==> src/rtl/dma_burst_pkg.sv <==
package dma_burst_pkg;

   typedef enum logic [1:0] {
      STEP_HOLD = 2'd0,
      STEP_UP   = 2'd1,
      STEP_DOWN = 2'd2,
      STEP_KEEP = 2'd3
   } step_e;

   typedef enum logic [1:0] {
      SQ_IDLE  = 2'd0,
      SQ_ASK   = 2'd1,
      SQ_READ  = 2'd2,
      SQ_WRITE = 2'd3
   } seq_e;

   typedef struct packed {
      logic  end_flag;   // bit 8
      step_e dst_step;   // bits 7:6
      step_e src_step;   // bits 5:4
      logic  word;       // bit 3
      logic  burst;      // bit 2
      logic  master_en;  // bit 1
      logic  chan_en;    // bit 0
   } ctl_t;

   localparam int CTL_W = $bits(ctl_t);

   localparam logic [1:0] SEL_SRC = 2'd0;
   localparam logic [1:0] SEL_DST = 2'd1;
   localparam logic [1:0] SEL_CNT = 2'd2;
   localparam logic [1:0] SEL_CTL = 2'd3;

endpackage

==> src/rtl/dma_burst_ctl.sv <==
module dma_burst_ctl
   import dma_burst_pkg::*;
#(
   parameter int NMI_SYNC = 0
) (
   input  logic clk,
   input  logic rst_n,
   input  logic wr,
   input  ctl_t wdata,
   input  logic nmi,
   input  logic done,
   output ctl_t ctl
);

   logic nmi_s;
   logic nmi_q;
   logic nmi_edge;
   ctl_t ctl_nx;

   generate
      if (NMI_SYNC == 0) begin : g_nmi_direct
         assign nmi_s = nmi;
      end else begin : g_nmi_sync
         logic [NMI_SYNC-1:0] sh;
         always_ff @(posedge clk or negedge rst_n) begin
            if (!rst_n) begin
               sh <= '0;
            end else begin
               sh[0] <= nmi;
               for (int i = 1; i < NMI_SYNC; i++) sh[i] <= sh[i-1];
            end
         end
         assign nmi_s = sh[NMI_SYNC-1];
      end
   endgenerate

   assign nmi_edge = nmi_s & ~nmi_q;

   always_comb begin
      ctl_nx = ctl;
      if (wr) begin
         ctl_nx.chan_en   = wdata.chan_en;
         ctl_nx.master_en = wdata.master_en;
         ctl_nx.burst     = wdata.burst;
         ctl_nx.word      = wdata.word;
         ctl_nx.src_step  = wdata.src_step;
         ctl_nx.dst_step  = wdata.dst_step;
         if (!wdata.end_flag) ctl_nx.end_flag = 1'b0;
      end
      if (nmi_edge && ctl.burst) ctl_nx.master_en = 1'b0;
      if (done) begin
         ctl_nx.chan_en  = 1'b0;
         ctl_nx.end_flag = 1'b1;
      end
   end

   always_ff @(posedge clk or negedge rst_n) begin
      if (!rst_n) begin
         ctl   <= '0;
         nmi_q <= 1'b0;
      end else begin
         ctl   <= ctl_nx;
         nmi_q <= nmi_s;
      end
   end

   // an NMI edge in burst mode takes the master enable down
   a_r4_nmi_burst_clears: assert property (@(posedge clk) disable iff (!rst_n)
      (nmi_edge && ctl.burst) |=> !ctl.master_en);

   // outside burst mode an NMI edge leaves the master enable alone
   a_r5_nmi_other_mode_keeps: assert property (@(posedge clk) disable iff (!rst_n)
      (nmi_edge && !ctl.burst && !wr) |=> $stable(ctl.master_en));

   // completion closes the channel and raises the end flag
   a_r8_done_closes: assert property (@(posedge clk) disable iff (!rst_n)
      done |=> (!ctl.chan_en && ctl.end_flag));

endmodule

==> src/rtl/dma_burst_addr.sv <==
module dma_burst_addr
   import dma_burst_pkg::*;
#(
   parameter int AW = 16,
   parameter int CW = 16,
   parameter int DW = 16
) (
   input  logic          clk,
   input  logic          rst_n,
   input  logic          ld_src,
   input  logic          ld_dst,
   input  logic          ld_cnt,
   input  logic [AW-1:0] wdata,
   input  logic          step,
   input  logic          word,
   input  step_e         src_step,
   input  step_e         dst_step,
   output logic [AW-1:0] src,
   output logic [AW-1:0] dst,
   output logic [CW-1:0] count,
   output logic          cnt_zero,
   output logic          cnt_one
);

   localparam logic [AW-1:0] WORD_BYTES = AW'(DW / 8);

   function automatic logic [AW-1:0] delta(input step_e s, input logic w);
      logic [AW-1:0] u;
      u = w ? WORD_BYTES : AW'(1);
      case (s)
         STEP_UP:   return u;
         STEP_DOWN: return AW'(0) - u;
         default:   return '0;
      endcase
   endfunction

   always_ff @(posedge clk or negedge rst_n) begin
      if (!rst_n) begin
         src   <= '0;
         dst   <= '0;
         count <= '0;
      end else if (step) begin
         src   <= src + delta(src_step, word);
         dst   <= dst + delta(dst_step, word);
         count <= count - CW'(1);
      end else begin
         if (ld_src) src   <= wdata;
         if (ld_dst) dst   <= wdata;
         if (ld_cnt) count <= wdata[CW-1:0];
      end
   end

   assign cnt_zero = (count == '0);
   assign cnt_one  = (count == CW'(1));

   // one decrement per completed unit
   a_r8_count_steps: assert property (@(posedge clk) disable iff (!rst_n)
      step |=> (count == $past(count) - CW'(1)));

   // a held source address does not move across a unit
   a_r7_src_hold: assert property (@(posedge clk) disable iff (!rst_n)
      (step && (src_step == STEP_HOLD || src_step == STEP_KEEP)) |=> $stable(src));

endmodule

==> src/rtl/dma_burst_seq.sv <==
module dma_burst_seq
   import dma_burst_pkg::*;
#(
   parameter int DW = 16
) (
   input  logic          clk,
   input  logic          rst_n,
   input  logic          run_ok,
   input  logic          burst,
   input  logic          cnt_zero,
   input  logic          cnt_one,
   input  logic          bus_gnt,
   input  logic [DW-1:0] rdata,
   output logic          bus_req,
   output logic          rd,
   output logic          wr,
   output logic          step,
   output logic          done,
   output logic [DW-1:0] data_q
);

   seq_e state;
   seq_e state_nx;

   always_comb begin
      state_nx = state;
      step     = 1'b0;
      done     = 1'b0;
      case (state)
         SQ_IDLE:  if (run_ok && !cnt_zero) state_nx = SQ_ASK;
         SQ_ASK: begin
            if (!run_ok)      state_nx = SQ_IDLE;
            else if (bus_gnt) state_nx = SQ_READ;
         end
         SQ_READ:  state_nx = SQ_WRITE;
         SQ_WRITE: begin
            step = 1'b1;
            if (cnt_one) begin
               done     = 1'b1;
               state_nx = SQ_IDLE;
            end else if (burst && run_ok) begin
               state_nx = SQ_READ;
            end else begin
               state_nx = SQ_IDLE;
            end
         end
         default: state_nx = SQ_IDLE;
      endcase
   end

   always_ff @(posedge clk or negedge rst_n) begin
      if (!rst_n) begin
         state  <= SQ_IDLE;
         data_q <= '0;
      end else begin
         state <= state_nx;
         if (state == SQ_READ) data_q <= rdata;
      end
   end

   assign bus_req = (state != SQ_IDLE);
   assign rd      = (state == SQ_READ);
   assign wr      = (state == SQ_WRITE);

   // a request withdrawn for lack of enables issues no read
   a_r1_gate_before_read: assert property (@(posedge clk) disable iff (!rst_n)
      (state == SQ_ASK && !run_ok) |=> !rd);

   // every read is followed by its write
   a_r3_read_then_write: assert property (@(posedge clk) disable iff (!rst_n)
      rd |=> wr);

   // burst keeps the bus and goes straight into the next read
   a_r10_burst_holds_bus: assert property (@(posedge clk) disable iff (!rst_n)
      (wr && burst && run_ok && !cnt_one) |=> (bus_req && rd));

   // cycle-steal releases the bus after each unit
   a_r11_steal_releases: assert property (@(posedge clk) disable iff (!rst_n)
      (wr && !burst) |=> !bus_req);

endmodule

==> src/rtl/dma_burst_chan.sv <==
module dma_burst_chan
   import dma_burst_pkg::*;
#(
   parameter int AW       = 16,
   parameter int CW       = 16,
   parameter int DW       = 16,
   parameter int NMI_SYNC = 0
) (
   input  logic          clk,
   input  logic          rst_n,
   input  logic          reg_wr,
   input  logic [1:0]    reg_sel,
   input  logic [AW-1:0] reg_wdata,
   output logic [AW-1:0] reg_rdata,
   input  logic          nmi,
   output logic          bus_req,
   input  logic          bus_gnt,
   output logic [AW-1:0] mem_addr,
   output logic          mem_rd,
   output logic          mem_wr,
   output logic          mem_word,
   output logic [DW-1:0] mem_wdata,
   input  logic [DW-1:0] mem_rdata,
   output logic          irq_end
);

   generate
      if (AW < CTL_W || AW < CW) begin : g_bad_aw
         $error("dma_burst_chan: AW must hold the control word and the count");
      end
      if (DW < 16 || (DW % 8) != 0) begin : g_bad_dw
         $error("dma_burst_chan: DW must be a whole number of bytes, at least 16");
      end
      if (NMI_SYNC < 0 || NMI_SYNC > 4) begin : g_bad_sync
         $error("dma_burst_chan: NMI_SYNC must be 0 to 4");
      end
   endgenerate

   ctl_t          ctl;
   logic [AW-1:0] src;
   logic [AW-1:0] dst;
   logic [CW-1:0] count;
   logic          cnt_zero;
   logic          cnt_one;
   logic          step;
   logic          done;
   logic [DW-1:0] data_q;
   logic          run_ok;

   assign run_ok = ctl.chan_en & ctl.master_en;

   dma_burst_ctl #(.NMI_SYNC(NMI_SYNC)) u_ctl (
      .clk   (clk),
      .rst_n (rst_n),
      .wr    (reg_wr && reg_sel == SEL_CTL),
      .wdata (ctl_t'(reg_wdata[CTL_W-1:0])),
      .nmi   (nmi),
      .done  (done),
      .ctl   (ctl)
   );

   dma_burst_addr #(.AW(AW), .CW(CW), .DW(DW)) u_addr (
      .clk      (clk),
      .rst_n    (rst_n),
      .ld_src   (reg_wr && reg_sel == SEL_SRC),
      .ld_dst   (reg_wr && reg_sel == SEL_DST),
      .ld_cnt   (reg_wr && reg_sel == SEL_CNT),
      .wdata    (reg_wdata),
      .step     (step),
      .word     (ctl.word),
      .src_step (ctl.src_step),
      .dst_step (ctl.dst_step),
      .src      (src),
      .dst      (dst),
      .count    (count),
      .cnt_zero (cnt_zero),
      .cnt_one  (cnt_one)
   );

   dma_burst_seq #(.DW(DW)) u_seq (
      .clk      (clk),
      .rst_n    (rst_n),
      .run_ok   (run_ok),
      .burst    (ctl.burst),
      .cnt_zero (cnt_zero),
      .cnt_one  (cnt_one),
      .bus_gnt  (bus_gnt),
      .rdata    (mem_rdata),
      .bus_req  (bus_req),
      .rd       (mem_rd),
      .wr       (mem_wr),
      .step     (step),
      .done     (done),
      .data_q   (data_q)
   );

   always_comb begin
      case (reg_sel)
         SEL_SRC: reg_rdata = src;
         SEL_DST: reg_rdata = dst;
         SEL_CNT: reg_rdata = AW'(count);
         default: reg_rdata = AW'(ctl);
      endcase
   end

   assign mem_addr  = mem_rd ? src : dst;
   assign mem_word  = ctl.word;
   assign mem_wdata = ctl.word ? data_q : DW'(data_q[7:0]);
   assign irq_end   = ctl.end_flag;

   // no memory cycle while the bus is not granted
   a_r10_access_granted: assert property (@(posedge clk) disable iff (!rst_n)
      mem_rd |-> bus_gnt);

endmodule

==> config.mk <==
export PLATFORM = sky130hd
export DESIGN_NAME = dma_burst_chan
export DESIGN_NICKNAME = d
export VERILOG_FILES = /design/src/rtl/dma_burst_pkg.sv /design/src/rtl/dma_burst_ctl.sv /design/src/rtl/dma_burst_addr.sv /design/src/rtl/dma_burst_seq.sv /design/src/rtl/dma_burst_chan.sv
export SDC_FILE = /design/constraint.sdc
export NUM_CORES = 1
export LEC_CHECK = 0
export BUFFER_PORTS_ARGS = -buffer_cell sky130_fd_sc_hd__buf_2
export CAP_MARGIN = 20
export CORE_MARGIN = 1
export CORE_UTILIZATION = 30
export CTS_CLUSTER_DIAMETER = 60
export DETAILED_ROUTE_END_ITERATION = 8
export PLACE_DENSITY = 0.53
export SLEW_MARGIN = 40
export SYNTH_ARGS = -nofsm -noshare
export SYNTH_HDL_FRONTEND = slang
export SYNTH_HIERARCHICAL = 1
export SYNTH_SLANG_ARGS = --single-unit
export TNS_END_PERCENT = 5
==> constraint.sdc <==
create_clock -name clk -period 3.8 [get_ports clk]
set_input_delay 0.57 -clock clk [delete_from_list [all_inputs] [get_ports clk]]
set_output_delay 0.57 -clock clk [all_outputs]
set_load 0.03 [all_outputs]
==> results.py <==
metrics = {
    "global_route": {
        "antenna_found_initial": 0,
        "grt_max_degree": 77,
        "grt_usage_pct": 17.6,
        "grt_pass1_wl_mm": 27.6,
        "grt_pass1_vias": 4941,
        "grt_overflow": 0,
    },
    "die": {
        "boundaryPins": 92,
        "die_w_um": 144,
        "core_area_um2": 19700,
        "fp.dieArea_um2": 20800,
        "rows": 51,
        "start_util_pct": 30.9,
        "dieHeight_um": 144,
    },
    "worst_setup_path": {
        "cp_cell_sequence": "inv_1, ha_1, ha_1, a21o_1, or3_1, o211ai_1, o21ai_0, a311oi_1",
        "crit_fanout": 14,
        "worstPathArrival_ns": 3.19,
        "reg2reg_to": "u_addr/dst[13]$_DFFE_PN0P_",
        "r2r_cells": 8,
        "reg2reg_from": "u_ctl/ctl[6]$_DFFE_PN0P_",
        "path_common_cell": "ha_1",
        "reg2reg_slack_ns": 0.86,
        "crit_type": "register to register",
        "required_ns": 4.05,
        "critPathMaxStageDelay_ns": 0.55,
        "crit_slowest_cell": "ha_1",
        "cp_top_family": "compound AO/OA/AOI/OAI gates",
        "end_kind": "register",
        "crit_cells": 8,
        "worst_setup_path_start_kind": "register",
        "critical_path_buf_inv_count": 1,
    },
    "power": {
        "irDropWorstVdd_mv": 0.267,
        "powerDensity_nw_per_um2": 849,
        "leakage_nw": 3.04,
    },
    "drt": {
        "wl_per_cell_um": 18.3,
        "viasPerCell": 5.28,
        "ant_nets": 0,
        "drt-total-wl_mm": 17.8,
        "drcViolationCount": 0,
        "initialDrtViolationCount": 314,
        "vias": 5154,
        "drtPass1Iterations": 5,
    },
    "sta": {
        "finalHoldViolations": 0,
        "fmax_mhz": 341,
        "worstMarginPinSlew_ns": 0.753,
        "period_share_pct": 77.3,
        "clock_skew_ns": 0.00814,
        "grt_setup_unrepaired": "false",
        "setup_slack_ns": 0.864,
        "final_max_slew_viol_count": 0,
        "setup_violations": 0,
        "relSlewSlack_pct": 49.7,
        "holdWs_ns": 0.264,
        "final.setup.tns_ns": 0,
        "timing.final.crit_period_ns": 2.94,
    },
    "clock_tree": {
        "clk_pin_slew_ns": 0.06,
        "clock-sinks": 76,
        "cts_setup_buffers": 0,
        "post_cts_resized": 0,
        "cts_made_buffers": 9,
        "clockBufferDepth": 2,
        "clk_latency_ns": 0.35,
        "cts_max_level": 3,
        "cts_hold_buf": 0,
        "root_buffer": "clkbuf_16",
        "cts_tree": "done",
    },
    "yosys": {
        "synth_ff_type": "dfrtp_1",
        "netlist.area_leader.share_pct": 31.3,
        "ys_ff_latch": 76,
        "synth_top_cells_by_area": "dfrtp_1 31%, ha_1 7.8%, mux2_2 6.9%, mux2i_1 4.6%, a211oi_1 4.0%",
        "synth.net_count": 709,
        "synthesis.instances": 630,
        "ys_seq_area_share_pct": 31.3,
        "yosys_warnings": 6,
        "async_flop_share_pct": 100,
        "synth_area_um2": 6080,
        "avgSynthCellArea_um2": 9.65,
        "synthTopCellsByCount": "76 x dfrtp_1, 42 x a21oi_1, 38 x ha_1",
        "synth_edf_count": 0,
        "yosysUniqueCellTypes": 69,
        "synthMostInstantiatedCell": "dfrtp_1",
        "yosysTopAreaCell": "dfrtp_1",
    },
    "place": {
        "place_congestion": 0.829,
        "dp_worst_setup_slack_ns": 0.810,
        "dp_hpwl_mm": 13.1,
        "numPortBuffers": 91,
    },
    "layout": {
        "fill_cells": 2045,
        "antenna_cells": 0,
        "drive_gt1_share_pct": 26.2,
        "syn2layout_area_growth_pct": 15.8,
        "nets": 786,
    },
    "outcome": {
        "outcome": "complete, no violations",
    },
    "worst_hold_path": {
        "hold_path.class": "input port to async pin",
    },
    "run": {
        "cap_violations": 0,
    },
}
worst reg2reg max path, stage by stage (launching register included):
cell and delay [ns]:
dfrtp_1 0.40, inv_1 0.09, ha_1 0.55, ha_1 0.41
a21o_1 0.19, or3_1 0.32, o211ai_1 0.46, o21ai_0 0.14
a311oi_1 0.28
area by class of cell:
cell class                 instances  area [µm²]  area share (%)
sequential                        76        1900            27.0
clock inverter                     5        77.6            1.10
timing repair buffer              99         522            7.42
inverter                          22        82.6            1.17
clock buffer                      10         229            3.26
multi-input combinational        499        3890            55.3
tap                              265         332            4.71
report_power, final:
part | switching (mW) | internal, mW | leakage [nW]
registers | 0.478 | 1.18 | 0.915
clock network | 0.342 | 0.569 | 0.148
logic | 2.00 | 1.40 | 1.98
total | 2.82 | 3.15 | 3.04
registers in the layout, indices dropped and copies added (netlist names):
register      count
u_addr/src       16
u_ctl/nmi_q       1
u_seq/state       2
u_addr/dst       16
u_ctl/ctl         9
u_seq/data_q     16
u_addr/count     16
placed cells by master (no fill, tap or decap), types with 3 or more instances in the layout:
cell type,netlist,routed
ha_1,38,38
mux2_2,37,37
nor4_1,6,6
and3_1,4,4
and2_1,10,10
mux2i_1,28,28
inv_1,21,21
o21ai_0,37,37
o211a_1,5,5
nand2_1,36,36
o2bb2ai_1,7,7
a31oi_1,7,7
o2111a_1,5,5
o22ai_1,6,6
a21oi_1,42,42
o21bai_1,4,4
nor3_1,17,16
a311oi_1,3,3
nand2b_1,8,8
or3_1,7,7
mux4_2,8,8
buf_4,2,8
xnor2_1,12,12
a211oi_1,32,32
buf_2,6,90
clkbuf_16,0,9
nand4_1,5,5
mux2_4,9,9
or2_2,6,6
nor2_1,29,28
xor2_1,10,10
a221oi_1,4,4
nand3_1,10,10
nor2b_1,20,20
dfrtp_1,76,76
a21o_1,10,10
metrics by stage:
step	util (%)	total power, mW	cell area [µm²]	std cells
floorplan	-	4.16	6080	630
global placement	34.2	5.05	6720	961
detailed placement	34.2	5.05	6720	961
CTS	35.8	6.00	7030	976
global route	35.8	6.43	7030	976
finish	35.8	5.97	7030	976
how the worst max path moves through the flow:
stage                                   startpoint                         end  slack, ns
after floorplan           u_ctl/ctl[4]$_DFFE_PN0P_  u_addr/src[12]$_DFFE_PN0P_       1.25
after global placement    u_ctl/ctl[4]$_DFFE_PN0P_  u_addr/src[10]$_DFFE_PN0P_       0.84
after detailed placement  u_ctl/ctl[4]$_DFFE_PN0P_  u_addr/src[10]$_DFFE_PN0P_       0.81
after CTS                 u_ctl/ctl[4]$_DFFE_PN0P_  u_addr/src[10]$_DFFE_PN0P_       0.79
after global routing      u_ctl/ctl[4]$_DFFE_PN0P_  u_addr/src[11]$_DFFE_PN0P_       0.57
final                     u_ctl/ctl[6]$_DFFE_PN0P_  u_addr/dst[13]$_DFFE_PN0P_       0.86
metal layers:
layer	up-vias	wire (µm)	track usage, %
met3	14	1020	3.28
met1	2481	8680	24.6
li1	2526	-	-
met5	-	0	0
met2	133	7960	27.8
met4	0	180	4.16
logic make-up after synthesis:
family          count (synthesis)  synth area share (%)
buf+inv                        55                  4.90
mux                            83                  17.1
xor+xnor                       22                  3.17
simple gates                  176                  15.6
flops                          76                  31.3
compound gates                178                  19.4
fa+ha+maj                      40                  8.48
(Power assumes the default switching activity.)
